==> config.mk <==
export PLATFORM = sky130hd
export DESIGN_NAME = stk20_core
export DESIGN_NICKNAME = d
export VERILOG_FILES = /design/src/rtl/stk20_pkg.sv /design/src/rtl/stk20_alu.sv /design/src/rtl/stk20_stack.sv /design/src/rtl/stk20_core.sv
export SDC_FILE = /design/constraint.sdc
export NUM_CORES = 1
export LEC_CHECK = 0
export CORE_ASPECT_RATIO = 0.7
export CORE_MARGIN = 2
export CORE_UTILIZATION = 45
export DETAILED_ROUTE_END_ITERATION = 6
export GPL_TIMING_DRIVEN = 0
export PLACE_DENSITY_LB_ADDON = 0.2
export SLEW_MARGIN = 15
export SYNTH_ARGS = -nofsm -noshare
export SYNTH_HDL_FRONTEND = slang
export SYNTH_SLANG_ARGS = --single-unit
==> constraint.sdc <==
create_clock -name clk -period 6.09 [get_ports clk]
set_clock_uncertainty 0.1 [all_clocks]
set_input_delay 0.9135 -clock clk [delete_from_list [all_inputs] [get_ports clk]]
set_output_delay 0.9135 -clock clk [all_outputs]
set_load 0.03 [all_outputs]
==> src/rtl/stk20_pkg.sv <==
package stk20_pkg;
    localparam int WORD_W = 20;
    localparam int SLOT_W = 5;
    localparam int SLOTS  = WORD_W / SLOT_W;
    localparam int DATA_W = WORD_W + 1;
    localparam int SLOT_IW = $clog2(SLOTS);

    typedef enum logic [4:0] {
        OP_JUMP = 5'd0,  OP_CALL = 5'd1,  OP_RET = 5'd2,   OP_JZ = 5'd3,
        OP_JCZ = 5'd4,   OP_LOAD = 5'd8,  OP_STORE = 5'd9, OP_LOADP = 5'd10,
        OP_STOREP = 5'd11, OP_LIT = 5'd12, OP_COM = 5'd16, OP_XOR = 5'd17,
        OP_AND = 5'd18,  OP_ADD = 5'd19,  OP_SHL = 5'd20,  OP_SHR = 5'd21,
        OP_ADDNZ = 5'd22, OP_LOADA = 5'd24, OP_STOREA = 5'd25, OP_DUP = 5'd26,
        OP_DROP = 5'd27, OP_OVER = 5'd28, OP_NOP = 5'd29
    } opcode_e;

    typedef enum logic [1:0] {PH_FETCH, PH_EXEC, PH_DATA} phase_e;

    typedef struct packed {
        logic [DATA_W-1:0] com;
        logic [DATA_W-1:0] shl;
        logic [DATA_W-1:0] shr;
        logic [DATA_W-1:0] xr;
        logic [DATA_W-1:0] nd;
        logic [DATA_W-1:0] add;
        logic [DATA_W-1:0] addnz;
    } alu_res_t;

    typedef struct packed {
        phase_e             ph;
        logic [SLOT_IW-1:0] slot;
        logic [WORD_W-1:0]  ir;
        logic [WORD_W-1:0]  pc;
        logic [WORD_W-1:0]  a;
        logic [DATA_W-1:0]  t;
    } core_t;
endpackage

==> src/rtl/stk20_alu.sv <==
module stk20_alu
    import stk20_pkg::*;
(
    input  logic [DATA_W-1:0] t_i,
    input  logic [DATA_W-1:0] s_i,
    output alu_res_t          res_o
);
    logic [DATA_W-1:0] sum;
    assign sum = {1'b0, t_i[WORD_W-1:0]} + {1'b0, s_i[WORD_W-1:0]};

    // every result is formed continuously; the core picks one
    always_comb begin
        res_o.com   = ~t_i;
        res_o.shl   = {t_i[WORD_W-1:0], 1'b0};
        res_o.shr   = {1'b0, t_i[DATA_W-1:1]};
        res_o.xr    = t_i ^ s_i;
        res_o.nd    = t_i & s_i;
        res_o.add   = sum;
        res_o.addnz = t_i[0] ? sum : t_i;
    end
endmodule

==> src/rtl/stk20_stack.sv <==
module stk20_stack #(
    parameter int W     = 21,
    parameter int DEPTH = 8
) (
    input  logic         clk,
    input  logic         rst_n,
    input  logic         push,
    input  logic         pop,
    input  logic [W-1:0] din,
    output logic [W-1:0] top
);
    localparam int PW = $clog2(DEPTH);

    logic [PW-1:0] sp_d, sp_q;
    logic [W-1:0]  cell_q [DEPTH];

    always_comb begin
        sp_d = sp_q;
        if (push && !pop)      sp_d = sp_q + PW'(1);
        else if (pop && !push) sp_d = sp_q - PW'(1);
    end

    always_ff @(posedge clk) begin
        if (!rst_n) begin
            sp_q <= '0;
            for (int i = 0; i < DEPTH; i++) cell_q[i] <= '0;
        end else begin
            sp_q <= sp_d;
            if (push) cell_q[sp_d] <= din;
        end
    end

    assign top = cell_q[sp_q];

    // a pushed value is visible on top the next cycle, even on wrap
    a_r12_push_top: assert property (@(posedge clk) disable iff (!rst_n)
        (push && !pop) |=> (top == $past(din)));
endmodule

==> src/rtl/stk20_core.sv <==
module stk20_core
    import stk20_pkg::*;
#(
    parameter int DS_DEPTH = 8,
    parameter int RS_DEPTH = 8
) (
    input  logic              clk,
    input  logic              rst_n,
    output logic              mem_req,
    output logic              mem_we,
    output logic [WORD_W-1:0] mem_addr,
    output logic [WORD_W-1:0] mem_wdata,
    input  logic [WORD_W-1:0] mem_rdata,
    input  logic              mem_ack
);
    localparam int TOP_SH = WORD_W - SLOT_W;

    core_t core_d, core_q;

    logic              ds_push, ds_pop, rs_push, rs_pop;
    logic [DATA_W-1:0] ds_din, ds_top;
    logic [WORD_W-1:0] rs_din, rs_top;
    alu_res_t          alu;

    int                sh;
    logic [WORD_W-1:0] shifted, mask, target;
    opcode_e           cur_op;
    logic              last_slot;

    stk20_alu u_alu (.t_i(core_q.t), .s_i(ds_top), .res_o(alu));

    stk20_stack #(.W(DATA_W), .DEPTH(DS_DEPTH)) u_dstk (
        .clk(clk), .rst_n(rst_n), .push(ds_push), .pop(ds_pop),
        .din(ds_din), .top(ds_top));

    stk20_stack #(.W(WORD_W), .DEPTH(RS_DEPTH)) u_rstk (
        .clk(clk), .rst_n(rst_n), .push(rs_push), .pop(rs_pop),
        .din(rs_din), .top(rs_top));

    // slot decode: bits below the slot double as the jump target
    always_comb begin
        sh        = TOP_SH - SLOT_W * int'(core_q.slot);
        shifted   = core_q.ir >> sh;
        cur_op    = opcode_e'(shifted[SLOT_W-1:0]);
        mask      = ~({WORD_W{1'b1}} << sh);
        target    = (core_q.pc & ~mask) | (core_q.ir & mask);
        last_slot = (int'(core_q.slot) == SLOTS - 1);
    end

    always_comb begin
        logic adv;
        core_d    = core_q;
        adv       = 1'b0;
        ds_push   = 1'b0;
        ds_pop    = 1'b0;
        ds_din    = core_q.t;
        rs_push   = 1'b0;
        rs_pop    = 1'b0;
        rs_din    = core_q.pc;
        mem_req   = 1'b0;
        mem_we    = 1'b0;
        mem_addr  = core_q.pc;
        mem_wdata = core_q.t[WORD_W-1:0];

        unique case (core_q.ph)
            PH_FETCH: begin
                mem_req = 1'b1;
                if (mem_ack) begin
                    core_d.ir   = mem_rdata;
                    core_d.pc   = core_q.pc + WORD_W'(1);
                    core_d.slot = '0;
                    core_d.ph   = PH_EXEC;
                end
            end
            PH_EXEC: begin
                case (cur_op)
                    OP_JUMP: begin core_d.pc = target; core_d.ph = PH_FETCH; end
                    OP_CALL: begin
                        rs_push = 1'b1;
                        core_d.pc = target;
                        core_d.ph = PH_FETCH;
                    end
                    OP_RET: begin
                        rs_pop = 1'b1;
                        core_d.pc = rs_top;
                        core_d.ph = PH_FETCH;
                    end
                    OP_JZ, OP_JCZ: begin
                        if ((cur_op == OP_JZ) ? (core_q.t[WORD_W-1:0] == '0)
                                              : !core_q.t[WORD_W])
                            core_d.pc = target;
                        core_d.ph = PH_FETCH;
                    end
                    OP_LOAD, OP_STORE, OP_LOADP, OP_STOREP, OP_LIT:
                        core_d.ph = PH_DATA;
                    OP_COM:   begin core_d.t = alu.com;   adv = 1'b1; end
                    OP_SHL:   begin core_d.t = alu.shl;   adv = 1'b1; end
                    OP_SHR:   begin core_d.t = alu.shr;   adv = 1'b1; end
                    OP_ADDNZ: begin core_d.t = alu.addnz; adv = 1'b1; end
                    OP_XOR: begin core_d.t = alu.xr;  ds_pop = 1'b1; adv = 1'b1; end
                    OP_AND: begin core_d.t = alu.nd;  ds_pop = 1'b1; adv = 1'b1; end
                    OP_ADD: begin core_d.t = alu.add; ds_pop = 1'b1; adv = 1'b1; end
                    OP_LOADA: begin
                        ds_push = 1'b1;
                        core_d.t = {1'b0, core_q.a};
                        adv = 1'b1;
                    end
                    OP_STOREA: begin
                        core_d.a = core_q.t[WORD_W-1:0];
                        core_d.t = ds_top;
                        ds_pop = 1'b1;
                        adv = 1'b1;
                    end
                    OP_DUP:  begin ds_push = 1'b1; adv = 1'b1; end
                    OP_DROP: begin core_d.t = ds_top; ds_pop = 1'b1; adv = 1'b1; end
                    OP_OVER: begin core_d.t = ds_top; ds_push = 1'b1; adv = 1'b1; end
                    default: adv = 1'b1;
                endcase
            end
            PH_DATA: begin
                mem_req  = 1'b1;
                mem_we   = (cur_op == OP_STORE) || (cur_op == OP_STOREP);
                mem_addr = (cur_op == OP_LIT) ? core_q.pc : core_q.a;
                if (mem_ack) begin
                    adv = 1'b1;
                    if (mem_we) begin
                        core_d.t = ds_top;
                        ds_pop   = 1'b1;
                    end else begin
                        core_d.t = {1'b0, mem_rdata};
                        ds_push  = 1'b1;
                    end
                    if (cur_op == OP_LOADP || cur_op == OP_STOREP)
                        core_d.a = core_q.a + WORD_W'(1);
                    if (cur_op == OP_LIT)
                        core_d.pc = core_q.pc + WORD_W'(1);
                end
            end
            default: core_d.ph = PH_FETCH;
        endcase

        if (adv) begin
            if (last_slot) core_d.ph = PH_FETCH;
            else begin
                core_d.ph   = PH_EXEC;
                core_d.slot = core_q.slot + SLOT_IW'(1);
            end
        end
    end

    always_ff @(posedge clk) begin
        if (!rst_n) begin
            core_q    <= '0;
            core_q.ph <= PH_FETCH;
        end else begin
            core_q <= core_d;
        end
    end

    // a pending request is held unchanged until acknowledged
    a_r13_hold: assert property (@(posedge clk) disable iff (!rst_n)
        (mem_req && !mem_ack) |=> (mem_req && $stable(mem_addr) &&
                                   $stable(mem_we) && $stable(mem_wdata)));

    // a completed fetch starts at slot 0 and advances PC by one
    a_r1_fetch_start: assert property (@(posedge clk) disable iff (!rst_n)
        (core_q.ph == PH_FETCH && mem_ack) |=>
            (core_q.ph == PH_EXEC && core_q.slot == '0 &&
             core_q.pc == $past(core_q.pc) + WORD_W'(1)));

    // return lands on the address held by the return stack
    a_r8_ret_target: assert property (@(posedge clk) disable iff (!rst_n)
        (core_q.ph == PH_EXEC && cur_op == OP_RET) |=>
            (core_q.pc == $past(rs_top) && core_q.ph == PH_FETCH));

    // conditional branches never alter T
    a_r7_branch_keeps_t: assert property (@(posedge clk) disable iff (!rst_n)
        (core_q.ph == PH_EXEC && (cur_op == OP_JZ || cur_op == OP_JCZ)) |=>
            $stable(core_q.t));

    // post-increment forms step A by one on completion
    a_r9_postinc: assert property (@(posedge clk) disable iff (!rst_n)
        (core_q.ph == PH_DATA && mem_ack &&
         (cur_op == OP_LOADP || cur_op == OP_STOREP)) |=>
            (core_q.a == $past(core_q.a) + WORD_W'(1)));
endmodule

==> reports/metrics.yaml, run 1 <==
logic_synthesis:
  yosys.area_share.simple_pct: 19.1
  synth_compound_area_share_pct: 13.5
  synth.area.top_cells: "edfxtp_1, and2_1, mux4_2"
  synth_adder_area_share_pct: 2.07
  synth_top_family_by_area: "simple AND/OR/NAND/NOR gates"
  yosysTopAreaCell: "edfxtp_1"
  ys_seq_area_share_pct: 48.6
  synthMuxAreaShare_pct: 11.5
  postSynthAreaPerCell_um2: 10.9
  async_reset_ff_share_pct: 0
  yosysTopAreaCellShare_pct: 41.1
  synth_xor_xnor_area_share_pct: 0.730
  syn-num-nets: 2268
  synthDistinctLibCells: 87
  ys_ff_latch: 419
  syn_inst: 2206
  synth_ff_type: "edfxtp_1"
  netlist_area_mm2: 0.0240
  synth_edf_count: 328
  synth-warning-count: 0
sta:
  clock.fmax_ghz: 0.164
  relSlewSlack_pct: 14.7
  finalSetupTns_ps: 0
  slew_viol_final: 0
  worst_pin_slew_ps: 1280
  fin_crit_sh_pct: 99.9
  finalSetupViolations: 0
  hold_slack_ps: 408
  finalHoldViolations: 0
  min_period_ps: 6090
  rsz0062_at_grt: "true"
clock_network:
  cts_root_buf: "clkbuf_16"
  clock_path_buffers: 3
  cts_num_sinks: 419
  cts_tree: "built"
  cts_buffers: 44
  clk_pin_slew_worst_paths_ps: 60
  insertion_delay_ps: 580
  htree_levels: 2
floorplanning:
  rows: 70
  die_x_um: 280
  ios: 65
  start_util_pct: 45.7
  dieHeight_um: 197
  core_mm2: 0.0525
  die_area_mm2: 0.0552
grt:
  grt_antenna_before_repair: 1
  first_global_vias: 18405
  grt_start_max_net_pins: 22
  track_usage_pct: 31.3
  grt_pass1_wl_mm: 125
  grt_overflow: 0
layout:
  syn_to_final_growth_pct: 12.7
  fin_nets: 2376
  nFillCells: 4685
  antenna_cells: 0
  postLayoutCoreUtil_pct: 51.6
  drive_above_1_share_pct: 13.8
routing:
  drc: 0
  routedWlPerCell_um: 28.7
  via_count: 19607
  ant_nets: 0
  drtPass1Iterations: 6
  detail_route.iter0.violations: 2780
  wirelength_mm: 86.9
  vias_per_cell: 6.47
worst_setup_path:
  arrival_ps: 6490
  startpoint: "u_dstk.sp_q[1]"
  cp_slowest_stage_delay_ps: 750
  crit_type: "reg2reg"
  crit_path_top_delay_cell: "a2111oi_0"
  endpoint_kind: "flop"
  path_delay_family: "compound AO/OA/AOI/OAI gates"
  crit_buf_inv: 3
  crit_required_ps: 6490
  cp-start-kind: "flop"
  crit_fanout: 10
  crit_chain: "clkbuf_1 > clkbuf_1 > clkbuf_2 > mux4_2 > mux2_2 > ha_1 > a21o_1 > a21oi_1 > o21ai_0 > a31oi_1 > nor3_1 > nand2_1 > a2111oi_0 > nor4_1 > o21ai_0"
  r2r-start: "u_dstk.sp_q[1]"
placed_design:
  place.gp.congestion: 1.00
  port_buffers: 64
  place_hpwl_mm: 64.6
power_and_ir_drop:
  p_leak_nw: 9.48
  p_clk_share_pct: 39.9
  switching_share_pct: 27.2
  combPwrFrac_pct: 12.9
  pwr-share-seq_pct: 47.3
  peakVddDrop_uv: 252
  power_density_mw_per_mm2: 258
  p_sw_mw: 1.90
  p_int_mw: 5.07
outcome:
  status: "finished clean"
hold_path:
  hold_path_startpoint: "core_q[62]"
  hold_path_class: "reg2reg"
job:
  maxCapViolCount: 0
[cell usage after synthesis, drive strengths merged (9+ instances only)]
cell type  instances
and2             339
edfxtp           328
nand2            186
clkbuf           147
a21oi            129
o21ai             99
dfxtp             91
mux4              85
nor2              85
buf               68
nor3              62
a211oi            49
mux2i             49
nand3             44
ha                38
mux2              31
inv               26
nand2b            25
nor2b             24
and3              22
nor4              19
a31oi             16
nor3b             16
a222oi            13
a21o              12
o211ai            12
o22ai             12
xor2              11
a221oi             9
o21a               9
xnor2              9
[cells in the final DEF, fill, tap and decap left out, drive strengths merged, types with 19 or more instances in the layout]
master,count
clkdlybuf4s50,43
nand2,186
nor3,62
edfxtp,328
clkbuf,216
mux2,31
dfxtp,91
and2,339
ha,38
nor4,19
inv,29
nor2,85
o21ai,99
nand2b,25
nand3,44
a211oi,49
mux4,85
nor2b,24
a21oi,129
and3,22
buf,64
mux2i,49
[worst register-to-register path, cell delays in order (launching register included)]
cell and delay [ps]:
dfxtp_1 350, clkbuf_1 450, clkbuf_1 630, clkbuf_2 480, mux4_2 400, mux2_2 340, ha_1 390, a21o_1 130
a21oi_1 100, o21ai_0 560, a31oi_1 200, nor3_1 650, nand2_1 130, a2111oi_0 750, nor4_1 160, o21ai_0 200
[flip-flops by register name, summed over array words and instances (netlist names)]
register       count
u_dstk.sp_q        3
u_rstk.cell_q    160
core_q            44
rs_din            20
u_rstk.sp_q        3
u_dstk.cell_q    168
ds_din            21
[timing repair]
action	4_1_cts	5_1_grt
setup endpoints to repair	164	262
pin swaps	1	0
hold buffers	0	0
resized for setup	53	53
setup buffers	1	0
[metrics by stage]
stage | total power, mW | area [um2] | cells | setup slack, ps
2_1_floorplan | 3.84 | 24000 | 2206 | 1130
3_3_place_gp | 4.20 | 25500 | 2954 | -343
3_5_place_dp | 4.21 | 25500 | 2954 | -341
4_1_cts | 6.95 | 27000 | 3033 | 2.94
5_1_grt | 7.15 | 27000 | 3032 | -77.3
6_report | 6.97 | 27000 | 3032 | 4.30
[power groups by stage]
stage	combinational (mW)	clock [mW]	sequential, mW
4_1_cts	0.862	2.80	3.29
3_5_place_dp	0.857	0	3.35
6_report	0.897	2.78	3.29
2_1_floorplan	0.549	0	3.29
5_1_grt	0.944	2.91	3.30
3_3_place_gp	0.848	0	3.35
[cell type report]
cell class	instances	area [um2]	share of cell area, %
buffer	212	985	3.64
timing repair buffer	65	589	2.18
clock inverter	24	265	0.981
multi-input combinational	1546	11400	42.2
inverter	26	97.6	0.361
sequential	419	11700	43.2
clock buffer	56	1180	4.35
tap	684	856	3.16
[metal layers]
| layer | GRT usage [%] | wire length, um |
|---|---|---|
| met4 | 7.49 | 1730 |
| met5 | 0 | 26 |
| met3 | 10.8 | 11800 |
| met2 | 40.3 | 33500 |
| met1 | 49.2 | 39900 |
[final timing paths]
path / to / cells past startpoint / slack (ps)
worst min register to register: core_q[62] / 2 / 410
worst min-delay path: core_q[62] / 2 / 410
worst max-delay path: ds_din[16] / 15 / 4
worst max register to register: ds_din[16] / 15 / 4
[kinds of logic after synthesis]
logic type      count (synthesis)
simple gates                  848
mux                           165
buf+inv                       241
flops                         419
fa+ha+maj                      39
compound gates                474
xor+xnor                       20
Note: power is estimated with default switching activity, not from simulation.
==> run 2: changes to the inputs <==
--- a/config.mk
+++ b/config.mk
@@ -7,7 +7,7 @@
 export LEC_CHECK = 0
 export CORE_ASPECT_RATIO = 0.7
 export CORE_MARGIN = 2
-export CORE_UTILIZATION = 45
+export CORE_UTILIZATION = 63
 export DETAILED_ROUTE_END_ITERATION = 6
 export GPL_TIMING_DRIVEN = 0
 export PLACE_DENSITY_LB_ADDON = 0.2
==> reports/metrics.yaml, run 2 (synthesis gave the netlist of run 1 again) <==
grt:
  grt_overflow: 0
  track_usage_pct: 41.0
  grt_start_max_net_pins: 22
  first_global_vias: 18908
  grt_pass1_wl_mm: 120
  grt_antenna_before_repair: 0
sta:
  slew_viol_final: 0
  worst_pin_slew_ps: 1310
  finalSetupViolations: 0
  relSlewSlack_pct: 12.1
  finalSetupTns_ps: 0
  hold_slack_ps: 432
  fin_crit_sh_pct: 99.8
  min_period_ps: 6080
  finalHoldViolations: 0
  clock.fmax_ghz: 0.165
worst_setup_path:
  cp-start-kind: "flop"
  crit_chain: "clkbuf_4 > inv_1 > clkbuf_2 > ha_1 > buf_4 > mux4_2 > mux2_2 > nand2_1 > a32o_1 > a21oi_1 > clkbuf_1 > a32oi_1 > and2_1 > clkbuf_1 > clkbuf_1 > o22ai_1 > o21ai_0 > a21oi_1"
  crit_required_ps: 6400
  endpoint_kind: "flop"
  arrival_ps: 6390
  crit_path_top_delay_cell: "clkbuf_1"
  cp_slowest_stage_delay_ps: 740
  crit_fanout: 12
  crit_type: "reg2reg"
  path_common_cell: "clkbuf_1"
routing:
  routedWlPerCell_um: 28.9
  vias_per_cell: 7.11
  drc: 4
  detail_route.iter0.violations: 3683
  ant_nets: 0
  via_count: 20137
  drtPass1Iterations: 7
  wirelength_mm: 81.7
clock_network:
  clk_pin_slew_worst_paths_ps: 70
  insertion_delay_ps: 570
  htree_levels: 2
  cts_buffers: 41
  cts_tree: "built"
  cts_num_sinks: 419
  cts_root_buf: "clkbuf_16"
  clock_path_buffers: 3
  holdBufCountCts: 0
outcome:
  status: "finished, violations left"
  violations: "DRC"
power_and_ir_drop:
  peakVddDrop_uv: 222
  p_leak_nw: 9.40
  power_density_mw_per_mm2: 251
layout:
  reg.largest.list: "u_dstk.cell_q x168, u_rstk.cell_q x160, core_q x44"
  drive_above_1_share_pct: 13.5
  layout.cells.non_filler: 2831
  antenna_cells: 0
  final_cell_mix: "and2_1, edfxtp_1, nand2_1, clkbuf_1, a21oi_1"
  nFillCells: 2725
  syn_to_final_growth_pct: 10.8
  fin_nets: 2374
  top_register: "u_dstk.cell_q"
  postLayoutCoreUtil_pct: 71.2
  final_common_cell: "and2_1"
  largest_reg_flops: 168
floorplanning:
  dieHeight_um: 167
  ios: 65
  rows: 59
  start_util_pct: 64.2
  die_x_um: 237
  core_mm2: 0.0374
  die_area_mm2: 0.0397
placed_design:
  place_hpwl_mm: 60.9
  post-place-cells: 2758
  port_buffers: 64
  place.gp.congestion: 1.09
hold_path:
  hold_path_class: "reg2reg"
job:
  maxCapViolCount: 0
[run 2: changes by cell type in the layout (fill, tap and decap cells not counted), moves of 3 or more]
| cell | change |
|---|---|
| nand2b_2 | +9 |
| clkbuf_1 | -7 |
| clkdlybuf4s15_2 | -5 |
| clkinv_1 | +4 |
| nand2b_4 | -9 |
| clkbuf_16 | -4 |
| bufinv_16 | -4 |
| clkbuf_8 | +3 |
| clkdlybuf4s15_1 | +3 |
[run 2: critical path, delay by kind of cell (launching register included)]
kind	cells	cell delay [ps]
multiplexers	2	780
AO/OA/AOI/OAI	6	1440
buffers and inverters	7	2500
flip-flops	1	450
AND/OR/NAND/NOR	2	300
adder cells (fa/ha/maj)	1	340
[run 2: where the power goes]
| group | switching (mW) | total [mW] | internal [mW] |
|---|---|---|---|
| sequential | 0.110 | 3.29 | 3.18 |
| combinational | 0.595 | 0.894 | 0.299 |
| clock | 1.16 | 2.50 | 1.34 |
| total | 1.87 | 6.69 | 4.82 |
[run 2: cell type report]
class | count | area, um2 | area share (%)
Inverter | 26 | 97.6 | 0.367
Clock buffer | 46 | 1080 | 4.08
Tap cell | 488 | 611 | 2.30
Sequential cell | 419 | 11700 | 43.9
Multi-Input combinational cell | 1546 | 11400 | 42.7
Clock inverter | 28 | 208 | 0.781
Timing Repair Buffer | 65 | 593 | 2.23
Buffer | 213 | 968 | 3.64
[run 2: timing repair]
| item | in CTS | in global routing |
|---|---|---|
| buffers inserted | 1 | 0 |
| cloned | 0 | 0 |
| gates resized for setup | 38 | 45 |
| pin swaps | 1 | 0 |
| endpoints found under the setup margin | 85 | 127 |
[run 2: per-layer routing]
| metal | GRT usage [%] | vias up | share of wire, % |
|---|---|---|---|
| met5 | 1.58 | - | 0.12 |
| li1 | - | 8404 | - |
| met1 | 64.5 | 9764 | 41 |
| met2 | 52.1 | 1788 | 38 |
| met4 | 10.3 | 2 | 2.6 |
| met3 | 16.1 | 179 | 18 |
[run 2: path summary, 6_finish.rpt]
path               from    endpoint  slack, ps  cells past startpoint
max          core_q[82]  ds_din[15]         10                     18
min          core_q[62]  core_q[62]        430                      2
max reg2reg  core_q[82]  ds_din[15]         10                     18
min reg2reg  core_q[62]  core_q[62]        430                      2
[run 2: through the flow]
| step | area [um2] | power (mW) | setup WS, ps |
|---|---|---|---|
| finish | 26600 | 6.69 | 11.7 |
| global route | 26600 | 6.82 | -10.4 |
| CTS | 26600 | 6.61 | 7.31 |
| detailed placement | 25300 | 4.19 | -255 |
| global placement | 25200 | 4.17 | -306 |
| floorplan | 24000 | 3.84 | 1130 |
